[src/rtl/sp_pkg.sv]
package sp_pkg;
  localparam int M_W     = 9;
  localparam int R_W     = 6;
  localparam int A_W     = 5;
  localparam int BUS_W   = 8;
  localparam int ENH_W   = 8;
  localparam int FRAME_W = M_W + R_W + A_W;
  // bits kept in direct mode (upper bits forced low)
  localparam int DIR_M_KEEP = 7;
  localparam int DIR_R_KEEP = 4;
  localparam int EDGE_N     = 7;

  typedef enum logic [1:0] {
    MODE_PAR = 2'd0,
    MODE_SER = 2'd1,
    MODE_DIR = 2'd2
  } mode_e;

  // field order matches serial shift order (first bit lands in m MSB)
  typedef struct packed {
    logic [M_W-1:0] m;
    logic [R_W-1:0] r;
    logic [A_W-1:0] a;
  } frame_t;

  typedef struct packed {
    logic ldLow;
    logic ldHigh;
    logic ldAcc;
    logic shift;
    logic xfer;
    logic enhLoad;
    logic selLoad;
  } strobe_t;
endpackage

[src/rtl/sp_ctrl.sv]
module sp_ctrl
  import sp_pkg::*;
(
  input  logic    clk,
  input  logic    rstN,
  input  logic    busMode,
  input  logic    serMode,
  input  logic    wrM1,
  input  logic    wrM2,
  input  logic    wrA,
  input  logic    wrEnh,
  input  logic    wrSer,
  input  logic    wrHop,
  input  logic    serClk,
  input  logic    reloadPulse,
  output mode_e   mode,
  output strobe_t stb
);
  localparam int IDX_M1  = 0;
  localparam int IDX_M2  = 1;
  localparam int IDX_A   = 2;
  localparam int IDX_ENH = 3;
  localparam int IDX_SER = 4;
  localparam int IDX_HOP = 5;
  localparam int IDX_CLK = 6;

  logic [EDGE_N-1:0] edgeIn;
  logic [EDGE_N-1:0] edgePrev;
  logic [EDGE_N-1:0] rise;

  assign edgeIn = {serClk, wrHop, wrSer, wrEnh, wrA, wrM2, wrM1};

  for (genvar g = 0; g < EDGE_N; g++) begin : g_edge
    always_ff @(posedge clk) begin
      if (!rstN) edgePrev[g] <= 1'b0;
      else       edgePrev[g] <= edgeIn[g];
    end
    assign rise[g] = edgeIn[g] & ~edgePrev[g];
  end

  always_comb begin
    if (busMode)      mode = MODE_DIR;
    else if (serMode) mode = MODE_SER;
    else              mode = MODE_PAR;
  end

  logic isPar;
  logic isSer;
  assign isPar = (mode == MODE_PAR);
  assign isSer = (mode == MODE_SER);

  always_comb begin
    stb         = '0;
    stb.ldLow   = isPar & rise[IDX_M1];
    stb.ldHigh  = isPar & rise[IDX_M2];
    stb.ldAcc   = isPar & rise[IDX_A];
    stb.enhLoad = isPar & rise[IDX_ENH];
    stb.shift   = isSer & rise[IDX_CLK] & ~wrEnh & ~wrSer;
    stb.xfer    = (isPar & rise[IDX_HOP]) |
                  (isSer & (rise[IDX_HOP] | rise[IDX_SER]));
    stb.selLoad = reloadPulse;
  end
endmodule

[src/rtl/sp_datapath.sv]
module sp_datapath
  import sp_pkg::*;
(
  input  logic             clk,
  input  logic             rstN,
  input  mode_e            mode,
  input  strobe_t          stb,
  input  logic [BUS_W-1:0] dataBus,
  input  logic             serData,
  input  logic             bufSel,
  input  logic             enhEnN,
  input  logic [M_W-1:0]   pinM,
  input  logic [A_W-1:0]   pinA,
  input  logic [R_W-1:0]   pinR,
  output logic [M_W-1:0]   cntM,
  output logic [A_W-1:0]   cntA,
  output logic [R_W-1:0]   cntR,
  output logic [ENH_W-1:0] enhWord,
  output frame_t           primQ,
  output frame_t           secQ,
  output logic             selQ
);
  localparam int LOW_W = BUS_W;
  localparam int M_HI  = M_W - LOW_W;

  frame_t           primReg;
  frame_t           secReg;
  logic [ENH_W-1:0] enhReg;
  logic             selEff;

  // primary register: section writes or serial shift
  always_ff @(posedge clk) begin
    if (!rstN) begin
      primReg <= '0;
    end else if (stb.shift) begin
      primReg <= frame_t'({primReg[FRAME_W-2:0], serData});
    end else begin
      if (stb.ldLow)  primReg.m[LOW_W-1:0] <= dataBus[LOW_W-1:0];
      if (stb.ldHigh) begin
        primReg.m[M_W-1 -: M_HI] <= dataBus[BUS_W-1 -: M_HI];
        primReg.r                <= dataBus[R_W-1:0];
      end
      if (stb.ldAcc)  primReg.a <= dataBus[A_W-1:0];
    end
  end

  always_ff @(posedge clk) begin
    if (!rstN)         secReg <= '0;
    else if (stb.xfer) secReg <= primReg;
  end

  always_ff @(posedge clk) begin
    if (!rstN)            enhReg <= '0;
    else if (stb.enhLoad) enhReg <= dataBus[ENH_W-1:0];
  end

  // buffer select applied only at counter reload
  always_ff @(posedge clk) begin
    if (!rstN)            selEff <= 1'b0;
    else if (stb.selLoad) selEff <= bufSel;
  end

  frame_t chosen;
  assign chosen = selEff ? primReg : secReg;

  always_comb begin
    if (mode == MODE_DIR) begin
      cntM = {{(M_W-DIR_M_KEEP){1'b0}}, pinM[DIR_M_KEEP-1:0]};
      cntR = {{(R_W-DIR_R_KEEP){1'b0}}, pinR[DIR_R_KEEP-1:0]};
      cntA = pinA;
    end else begin
      cntM = chosen.m;
      cntR = chosen.r;
      cntA = chosen.a;
    end
  end

  assign enhWord = enhEnN ? '0 : enhReg;
  assign primQ   = primReg;
  assign secQ    = secReg;
  assign selQ    = selEff;
endmodule

[src/rtl/synth_prog_if.sv]
module synth_prog_if
  import sp_pkg::*;
(
  input  logic             clk,
  input  logic             rstN,
  input  logic             busMode,
  input  logic             serMode,
  input  logic [BUS_W-1:0] dataBus,
  input  logic             wrM1,
  input  logic             wrM2,
  input  logic             wrA,
  input  logic             wrEnh,
  input  logic             wrSer,
  input  logic             wrHop,
  input  logic             serClk,
  input  logic             serData,
  input  logic             bufSel,
  input  logic             reloadPulse,
  input  logic             enhEnN,
  input  logic [M_W-1:0]   pinM,
  input  logic [A_W-1:0]   pinA,
  input  logic [R_W-1:0]   pinR,
  output logic [M_W-1:0]   cntM,
  output logic [A_W-1:0]   cntA,
  output logic [R_W-1:0]   cntR,
  output logic [ENH_W-1:0] enhWord
);
  mode_e   mode;
  strobe_t stb;
  frame_t  primQ;
  frame_t  secQ;
  logic    selQ;

  sp_ctrl u_ctrl (
    .clk(clk), .rstN(rstN), .busMode(busMode), .serMode(serMode),
    .wrM1(wrM1), .wrM2(wrM2), .wrA(wrA), .wrEnh(wrEnh), .wrSer(wrSer),
    .wrHop(wrHop), .serClk(serClk), .reloadPulse(reloadPulse),
    .mode(mode), .stb(stb)
  );

  sp_datapath u_dp (
    .clk(clk), .rstN(rstN), .mode(mode), .stb(stb), .dataBus(dataBus),
    .serData(serData), .bufSel(bufSel), .enhEnN(enhEnN),
    .pinM(pinM), .pinA(pinA), .pinR(pinR),
    .cntM(cntM), .cntA(cntA), .cntR(cntR), .enhWord(enhWord),
    .primQ(primQ), .secQ(secQ), .selQ(selQ)
  );
endmodule

[config.mk]
export PLATFORM = sky130hd
export DESIGN_NAME = synth_prog_if
export DESIGN_NICKNAME = d
export VERILOG_FILES = /design/src/rtl/sp_pkg.sv /design/src/rtl/sp_ctrl.sv /design/src/rtl/sp_datapath.sv /design/src/rtl/synth_prog_if.sv
export SDC_FILE = /design/constraint.sdc
export NUM_CORES = 1
export LEC_CHECK = 0
export BUFFER_PORTS_ARGS = -buffer_cell sky130_fd_sc_hd__buf_2
export CORE_MARGIN = 3
export CORE_UTILIZATION = 40
export DETAILED_ROUTE_END_ITERATION = 10
export SLEW_MARGIN = 10
export SYNTH_ARGS = -nofsm -noshare
export SYNTH_HDL_FRONTEND = slang
export SYNTH_SLANG_ARGS = --single-unit
[constraint.sdc]
create_clock -name clk -period 1.6 [get_ports clk]
set_input_delay 0.24 -clock clk [delete_from_list [all_inputs] [get_ports clk]]
set_output_delay 0.24 -clock clk [all_outputs]
set_load 0.02 [all_outputs]
==> impl_metrics.yaml, run 1 <==
layout:
  final_nets: 416
  areaGrowthSynthToFinish_pct: 22.04
  seqCellArea_mm2: 0.001125
  layoutNonFillerInstCount: 451
  stdcell_area_mm2: 0.003353
  antenna_cells: 0
  final_core_util_pct: 51.63
  drive_above_1_share_pct: 26.74
  nFillCells: 624
  multi_input_area_mm2: 0.001515
global_route:
  grt.total_usage_pct: 17.13
  grt_pass1_vias: 2212
  overflow: 0
  grt_max_degree: 77
  antenna_found_initial: 0
  grt_pass1_wl_um: 10470
route:
  drtAntennaViolNets: 0
  drc: 0
  routed.top_layer: "met4"
  wl_met1_um: 3004
  wl_per_cell_um: 14.38
  route.met3.wl_um: 300
  route.met2.wl_um: 3136
  drtPass1Iterations: 4
  first_iter_violations: 131
  vias_per_cell: 5.098
  totalWireLength_um: 6484
  via_count: 2299
clocking:
  ctsHoldBuffers: 0
  cts_max_level: 2
  numCtsBuffers: 5
  root_buffer: "clkbuf_8"
  clk_latency_ns: 0.31
  cts_buffer_depth: 2
  clock_sinks: 56
  cts_tree: "built"
  clk_pin_slew_ns: 0.10
place:
  place_hpwl_um: 4470
  postPlaceCellArea_mm2: 0.003201
  place_ws_ns: 0.02829
  globalplace.congestion: 0.7134
  port_buffers: 66
  placed_cells: 443
setup_path:
  cpMaxStageDelayCell: "dfxtp_4"
  path_max_fanout: 12
  end_kind: "primary output"
  crit_type: "flip-flop to primary output"
  cp.required_ns: 1.36
  max_stage_delay_ns: 0.38
  cp-start-kind: "flip-flop"
  worstPathCellList: "buf_12, mux2i_2, o21ai_1, buf_2"
  rrSetupSlack_ns: 0.20
  cp.arrival_ns: 1.31
synth:
  ys.flop_type: "dfxtp_1"
  ys_ff_latch: 56
  synth_area_leader_cell: "dfxtp_1"
  synth_nets: 354
  synth.distinct_cells: 23
  synth_top_cells_by_count: "nand2_1, mux2i_1, dfxtp_1, a21oi_1, o31ai_1"
  synth_edf_count: 0
  synth_top_area_share_pct: 40.80
  yosysSeqAreaShare_pct: 40.80
  synth_area_leaders: "dfxtp_1, mux2i_1, nand2_1"
  ys_warn_count: 0
  synth_area_mm2: 0.002748
  avgSynthCellArea_um2: 8.835
  synthArstFlopShare_pct: 0
  syn-instance-count: 311
  synth_most_common_cell: "nand2_1"
sta:
  fin_skew_ns: 0.01199
  layout_min_cycle_time_ns: 1.548
  hold_violations: 0
  relSlewSlack_pct: 78.08
  setup-violations-final: 0
  grt_setup_unrepaired: "true"
  worst_pin_slew_ns: 0.3287
  slew_violations: 0
  fin_crit_sh_pct: 96.76
  fmax_ghz: 0.6459
  layout_setup_ws_ns: 0.05183
run_status:
  status: "completed"
pwr:
  peakVddDrop_v: 0.0004856
  p_total_w: 0.002878
  power_density_mw_per_mm2: 858.2
  p_leak_nw: 1.298
floorplan:
  dieArea_mm2: 0.007900
  die_h_um: 88.88
  num_rows: 29
  core_area_mm2: 0.006495
  io_pins: 71
  die_w_um: 88.88
  start_util_pct: 42.30
min_path:
  min_path_type: "primary input to flip-flop"
flow_run:
  cap_viol_max_count: 0
## final timing paths
check | endpoint | depth (start not counted) | startpoint
max | cntR[2] | 4 | u_dp.selQ$_SDFFE_PN0P_
min | u_ctrl.edgePrev[2]$_SDFF_PN0_ | 2 | wrA
max reg2reg | u_dp.primQ[9]$_SDFFE_PN0P_ | 4 | u_ctrl.edgePrev[6]$_SDFF_PN0_
min reg2reg | u_dp.enhReg[2]$_SDFFE_PN0P_ | 2 | u_dp.enhReg[2]$_SDFFE_PN0P_
## registers in the layout, summed over array words and instances (netlist names)
register and flops:
u_dp.selQ 1, u_dp.primQ 20, u_dp.secQ 20, u_dp.enhReg 8, u_ctrl.edgePrev 7
## critical path: cells and delay by family, from the launching register on
kind                   cells  cell delay, ns
muxes                      1            0.24
DFF                        1            0.38
buffers and inverters      2            0.31
AOI/OAI and AO/OA          1            0.07
## per-stage QoR
stage	hold WS [ns]	setup TNS [ns]
finish	0.1483	0
floorplan	0.3617	0
global placement	0.4388	0
global route	0.1380	-0.03583
detailed placement	0.4402	0
CTS	0.1400	-0.01248
## cell type report
class                      count  share of cell area [%]
clock inverter                 2                   1.157
clock buffer                   6                   2.463
sequential                    56                   33.54
tap                           77                   2.873
multi-input combinational    228                   45.19
timing repair buffer          82                   14.78
## layer usage
metal  up-vias  GRT usage [%]
li1       1196              -
met1      1041          21.80
met2        57          29.55
met3         5          2.886
met4         0          5.220
met5         -              0
## cell families after synthesis
| group | share of synthesized area [%] |
|---|---|
| simple gates | 17.67 |
| compound gates | 14.39 |
| mux | 22.22 |
| flops | 40.80 |
| buf+inv | 4.918 |
## timing repair
| item | CTS | global route |
|---|---|---|
| endpoints found under the setup margin | 3 | 19 |
| cloned | 0 | 0 |
| resized for setup | 2 | 7 |
| setup buffers | 0 | 0 |
| hold endpoints to repair | 0 | 0 |
## cells in the final DEF, fill, tap and decap left out, types with 2 or more instances in the layout
cell      synthesis  routed
nand2b_1          2       2
buf_12            0       3
o21ai_1           0      16
clkbuf_8          0       6
dfxtp_1          56      55
mux2i_2           0       2
nand2_1          72      72
nor2b_1           9       9
and2_1            7       7
o31ai_1          20      20
buf_4             0      12
a21boi_0          4       4
a21oi_1          21      20
a21boi_1          4       4
nor2_1            4       4
mux2i_1          61      59
buf_2             2      66
nor4b_2           2       4
## power breakdown
part	switching (W)	internal, W
Sequential	0.0000352	0.00144
Combinational	0.000235	0.000189
Clock	0.000467	0.000513
Total	0.000737	0.00214
(Power assumes the default switching activity.)
==> run 2, diff against run 1 <==
--- a/config.mk
+++ b/config.mk
@@ -6,7 +6,7 @@
 export NUM_CORES = 1
 export LEC_CHECK = 0
 export BUFFER_PORTS_ARGS = -buffer_cell sky130_fd_sc_hd__buf_2
-export CORE_MARGIN = 3
+export CORE_MARGIN = 1.5
 export CORE_UTILIZATION = 40
 export DETAILED_ROUTE_END_ITERATION = 10
 export SLEW_MARGIN = 10
==> run 2 against run 1 <==
  * Clock skew down 0.0080 ns
  * Largest cell class unchanged
  * Sequential share of layout area down 0.38 points
  * Clock-buffer cell count up 1
  * Final cell count up 0.44%
  * Wire length down 1.8%
  * Combinational power up 4%
  * Setup slack worse by 0.040 ns
  * Sequential cell count unchanged
  * First-iteration DRC count down 15%
  * Via count up 2.4%
  * Critical endpoint is now cntR[5]
  * Critical path type unchanged
  * Largest power group unchanged
==> impl_metrics.yaml, run 2 (synthesis gave the netlist of run 1 again) <==
place:
  port_buffers: 66
  placed_cells: 444
  place_hpwl_um: 4191
  globalplace.congestion: 0.7656
sta:
  worst_pin_slew_ns: 0.3193
  fin_crit_sh_pct: 99.24
  setup-violations-final: 0
  fmax_ghz: 0.6298
  layout_min_cycle_time_ns: 1.588
  hold_violations: 0
  fin_skew_ns: 0.004030
  grt_setup_unrepaired: "true"
  relSlewSlack_pct: 78.71
  slew_violations: 0
floorplan:
  num_rows: 30
  core_area_mm2: 0.006719
  dieArea_mm2: 0.007375
  die_h_um: 85.88
  io_pins: 71
  die_w_um: 85.88
  start_util_pct: 40.89
global_route:
  grt.total_usage_pct: 18.25
  grt_max_degree: 77
  antenna_found_initial: 0
  grt_pass1_wl_um: 10540
  overflow: 0
  grt_pass1_vias: 2193
setup_path:
  max_stage_delay_ns: 0.43
  path_max_fanout: 5
  cp.arrival_ns: 1.35
  cp-start-kind: "flip-flop"
  cp.required_ns: 1.36
  crit_type: "flip-flop to primary output"
  worstPathCellList: "clkbuf_16, mux2i_1, nor2_1, buf_2"
  worst-r2r-cell-count: 4
  cpMaxStageDelayCell: "dfxtp_4"
  end_kind: "primary output"
route:
  wl_per_cell_um: 14.06
  drtAntennaViolNets: 0
  vias_per_cell: 5.196
  totalWireLength_um: 6370
  drtPass1Iterations: 4
  drc: 0
  via_count: 2354
  first_iter_violations: 111
clocking:
  cts_tree: "built"
  clk_latency_ns: 0.30
  clk_pin_slew_ns: 0.09
  cts_max_level: 2
  cts_buffer_depth: 2
  root_buffer: "clkbuf_8"
  clock_sinks: 56
  numCtsBuffers: 5
  cts_setup_buffers: 0
  ctsHoldBuffers: 0
layout:
  layout_common_cells: "nand2_1, buf_2, mux2i_1, dfxtp_1"
  layoutNonFillerInstCount: 453
  mostFrequentLayoutCell: "nand2_1"
  drive_above_1_share_pct: 27.61
  final_nets: 416
  final_core_util_pct: 50.48
  antenna_cells: 0
  areaGrowthSynthToFinish_pct: 23.45
pwr:
  peakVddDrop_v: 0.0003605
  p_total_w: 0.002739
  p_leak_nw: 1.301
  power_density_mw_per_mm2: 807.5
flow_run:
  cap_viol_max_count: 0
min_path:
  hold_path_depth: 2
  min_path_type: "primary input to flip-flop"
run_status:
  status: "completed"
run 2: cell count changes in the layout (fill, tap and decap cells not counted), sizes merged:
cell,before,now
buf,82,81
bufinv,1,0
clkbuf,6,8
clkinv,1,0
run 2: repair_timing:
| item | in CTS | in global routing |
|---|---|---|
| resized for setup | 4 | 6 |
| setup endpoints to repair | 9 | 20 |
| pin swaps | 0 | 1 |
| gates cloned | 1 | 1 |
run 2: final timing paths:
path	slack (ns)	to	startpoint
worst max register to register	0.20	u_dp.primQ[18]$_SDFFE_PN0P_	u_ctrl.edgePrev[6]$_SDFF_PN0_
worst max-delay path	0.01	cntR[5]	u_dp.selQ$_SDFFE_PN0P_
worst min-delay path	0.15	u_ctrl.edgePrev[1]$_SDFF_PN0_	wrM2
worst min register to register	0.45	u_dp.enhReg[2]$_SDFFE_PN0P_	u_dp.enhReg[2]$_SDFFE_PN0P_
run 2: per-stage QoR:
stage | setup TNS (ns) | cell area [um^2] | hold slack (ns) | setup WS (ns)
CTS | -0.003050 | 3346 | 0.1416 | -0.003050
finish | 0 | 3392 | 0.1482 | 0.01208
global route | -0.8246 | 3392 | 0.1530 | -0.06463
detailed placement | 0 | 3214 | 0.4423 | 0.03167
global placement | 0 | 3214 | 0.4385 | 0.06789
floorplan | 0 | 2748 | 0.3617 | 0.1043
run 2: report_power, final:
group          total (W)  internal [W]  leakage, nW  switching, W
Sequential       0.00148       0.00144        0.456     0.0000381
Combinational   0.000440      0.000202        0.795      0.000238
Clock           0.000823      0.000387       0.0503      0.000436
run 2: worst max-delay path, delay by kind of cell, from the launching register on:
| kind | cells | cell delay [ns] |
|---|---|---|
| multiplexers | 1 | 0.20 |
| flip-flops | 1 | 0.43 |
| buffers and inverters | 2 | 0.34 |
| AND/OR/NAND/NOR | 1 | 0.07 |
run 2: layout make-up:
class | count | area [um^2]
clock buffers | 7 | 96.34
fillers | 659 | 3327
repair buffers | 82 | 540.5
well taps | 80 | 100.1
flip-flops and latches | 56 | 1125
multi-input cells | 228 | 1530
run 2: routing by layer:
layer	track usage, %	up-vias	part of all wire (%)	wire, um
met4	5.279	0	0.83	53
li1	-	1197	-	-
met5	0	-	0	0
met3	2.791	5	3.3	209
met2	30.57	52	47	3008
met1	24.42	1100	49	3098
==> run 3, diff against run 2 <==
--- a/config.mk
+++ b/config.mk
@@ -5,6 +5,7 @@
 export SDC_FILE = /design/constraint.sdc
 export NUM_CORES = 1
 export LEC_CHECK = 0
+export ABC_AREA = 1
 export BUFFER_PORTS_ARGS = -buffer_cell sky130_fd_sc_hd__buf_2
 export CORE_MARGIN = 1.5
 export CORE_UTILIZATION = 40
==> run 3 against run 2 <==
  * First-iteration DRC count rose by 9.9%
  * Die area decreased by 0.22%
  * Total power is 5.7% higher
  * Sequential power hardly changed
  * Largest cell class unchanged
  * Hold slack got worse by 0.031 ns
  * Clock skew increased by 0.0033 ns
  * Non-clock buffer count unchanged
  * Design area down 0.48%
==> impl_metrics.yaml, run 3 <==
synth:
  synthArstFlopShare_pct: 0
  synthSimpleGateAreaFrac_pct: 32.63
  ys_warn_count: 0
  yosysSeqAreaShare_pct: 40.89
  synth.distinct_cells: 22
  synth_top_cells_by_count: "nor2_1, dfxtp_1, nand3_1, a21oi_1, nand2_1"
  synth_top_family_by_area: "simple AND/OR/NAND/NOR gates"
  synth_most_common_cell: "nor2_1"
  synth_edf_count: 0
  synth_area_mm2: 0.002741
  syn-instance-count: 414
  avgSynthCellArea_um2: 6.622
  ys_ff_latch: 56
  synth_compound_area_share_pct: 15.70
  synth_area_leaders: "dfxtp_1, nor2_1, nand3_1"
  synth_nets: 457
  synth_area_leader_cell: "dfxtp_1"
  synth_top_area_share_pct: 40.89
  synth_xor_area_share_pct: 0
  synthMuxAreaShare_pct: 0
  yosys.area_share.adder_pct: 0
  ys.flop_type: "dfxtp_1"
floorplan:
  num_rows: 29
  dieArea_mm2: 0.007359
  core_area_mm2: 0.006495
  start_util_pct: 42.21
  io_pins: 71
  die_w_um: 85.79
  die_h_um: 85.79
min_path:
  hp-start: "wrHop"
  whs_endpoint: "u_ctrl.edgePrev[5]$_SDFF_PN0_"
  hold_path_depth: 3
  min_path_type: "primary input to flip-flop"
run_status:
  status: "completed"
setup_path:
  worstReg2RegStart: "u_ctrl.edgePrev[6]$_SDFF_PN0_"
  cp.required_ns: 1.36
  cp.arrival_ns: 1.30
  rr_endpoint: "u_dp.primQ[6]$_SDFFE_PN0P_"
  end_kind: "primary output"
  cp-start-kind: "flip-flop"
  path_max_fanout: 17
  worst-r2r-cell-count: 6
  rrSetupSlack_ns: 0.28
  crit_type: "flip-flop to primary output"
clocking:
  clk_pin_slew_ns: 0.09
  cts_buffer_depth: 2
  cts_tree: "built"
  clock_sinks: 56
  clk_latency_ns: 0.31
  root_buffer: "clkbuf_8"
  numCtsBuffers: 5
  cts_max_level: 2
  ctsHoldBuffers: 0
sta:
  setup-violations-final: 0
  fin_crit_sh_pct: 96.25
  fin_skew_ns: 0.007339
  hold-worst-slack_ns: 0.1172
  hold_violations: 0
  worst_pin_slew_ns: 0.3703
  fmax_ghz: 0.6493
  layout_min_cycle_time_ns: 1.540
  slew_violations: 0
  relSlewSlack_pct: 75.28
route:
  vias_per_cell: 4.948
  drtPass1Iterations: 4
  via_count: 2756
  routed.top_layer: "met4"
  wl_per_cell_um: 13.27
  wl_met1_um: 3524
  route.met3.wl_um: 213
  totalWireLength_um: 7393
  route.met2.wl_um: 3565
  drc: 0
  drtAntennaViolNets: 0
  first_iter_violations: 122
global_route:
  overflow: 0
  grt_max_degree: 29
  grt_pass1_vias: 2643
  antenna_found_initial: 0
  grt.total_usage_pct: 21.29
  grt_pass1_wl_um: 12480
place:
  place_hpwl_um: 5225
  port_buffers: 66
  globalplace.congestion: 0.8051
  postPlaceCellArea_mm2: 0.003212
layout:
  stdcell_area_mm2: 0.003376
  layout_common_cells: "nor2_1, buf_2, dfxtp_1, nand3_1, nand2_1"
  areaGrowthSynthToFinish_pct: 23.14
  final_nets: 522
  final_core_util_pct: 51.97
  antenna_cells: 0
  drive_above_1_share_pct: 22.50
  mostFrequentLayoutCell: "nor2_1"
pwr:
  p_leak_nw: 1.656
  power_density_mw_per_mm2: 857.6
  p_total_w: 0.002895
  peakVddDrop_v: 0.0003856
flow_run:
  cap_viol_max_count: 0
run 3: cell families (layout without fill, tap and decap cells):
group	after synthesis	after routing
simple gates	201	201
compound gates	86	86
buf+inv	71	137
flops	56	56
run 3: area by class of cell:
cell class                      instances  area [um^2]
Sequential cell                        56         1125
Multi-Input combinational cell        287         1348
Clock buffer                            7        86.33
Timing Repair Buffer                   82        536.8
Inverter                               47        176.4
Fill cell                             683         3119
Tap cell                               77        96.34
Clock inverter                          1        7.507
run 3: metrics by stage:
stage          instances   TNS, ns  worst slack [ns]
2_1_floorplan        414         0           0.09471
3_3_place_gp         548         0            0.1324
3_5_place_dp         548         0            0.1409
4_1_cts              556         0          0.007202
5_1_grt              557  -0.02839          -0.01518
6_report             557         0           0.05997
run 3: worst max-delay path, stage by stage (launching register included):
cell and delay (ns):
dfxtp_4 0.39, inv_2 0.07, buf_12 0.14, nand2_1 0.06, a21oi_1 0.16, buf_4 0.16
run 3: report_power, final:
part	leakage [nW]	internal, W	switching (W)	total [W]
logic	1.15	0.000220	0.000349	0.000569
registers	0.459	0.00147	0.0000419	0.00151
clock network	0.0445	0.000353	0.000463	0.000817
total	1.66	0.00204	0.000855	0.00289
run 3: per-layer routing:
| layer | up-vias | track usage (%) |
|---|---|---|
| li1 | 1463 | - |
| met1 | 1234 | 27.34 |
| met2 | 51 | 36.65 |
| met3 | 8 | 4.042 |
| met4 | 0 | 5.718 |
| met5 | - | 0 |
run 3: how the worst max path moves through the flow:
stage | startpoint | to | slack, ns | cells after the start
floorplan | u_dp.selQ$_SDFFE_PN0P_ | cntA[0] | 0.09 | 5
global placement | serMode | u_dp.primQ[19]$_SDFFE_PN0P_ | 0.13 | 8
detailed placement | serMode | u_dp.primQ[9]$_SDFFE_PN0P_ | 0.14 | 8
CTS | u_dp.selQ$_SDFFE_PN0P_ | cntM[0] | 0.007 | 5
global route | u_dp.selQ$_SDFFE_PN0P_ | cntR[2] | -0.02 | 5
finish | u_dp.selQ$_SDFFE_PN0P_ | cntM[5] | 0.06 | 5
run 3: timing repair:
action,in CTS,in global routing
setup endpoints to repair,19,19
hold endpoints to repair,0,0
gates resized for setup,4,17
pin swaps,0,1
setup buffers,0,1
cloned,0,0
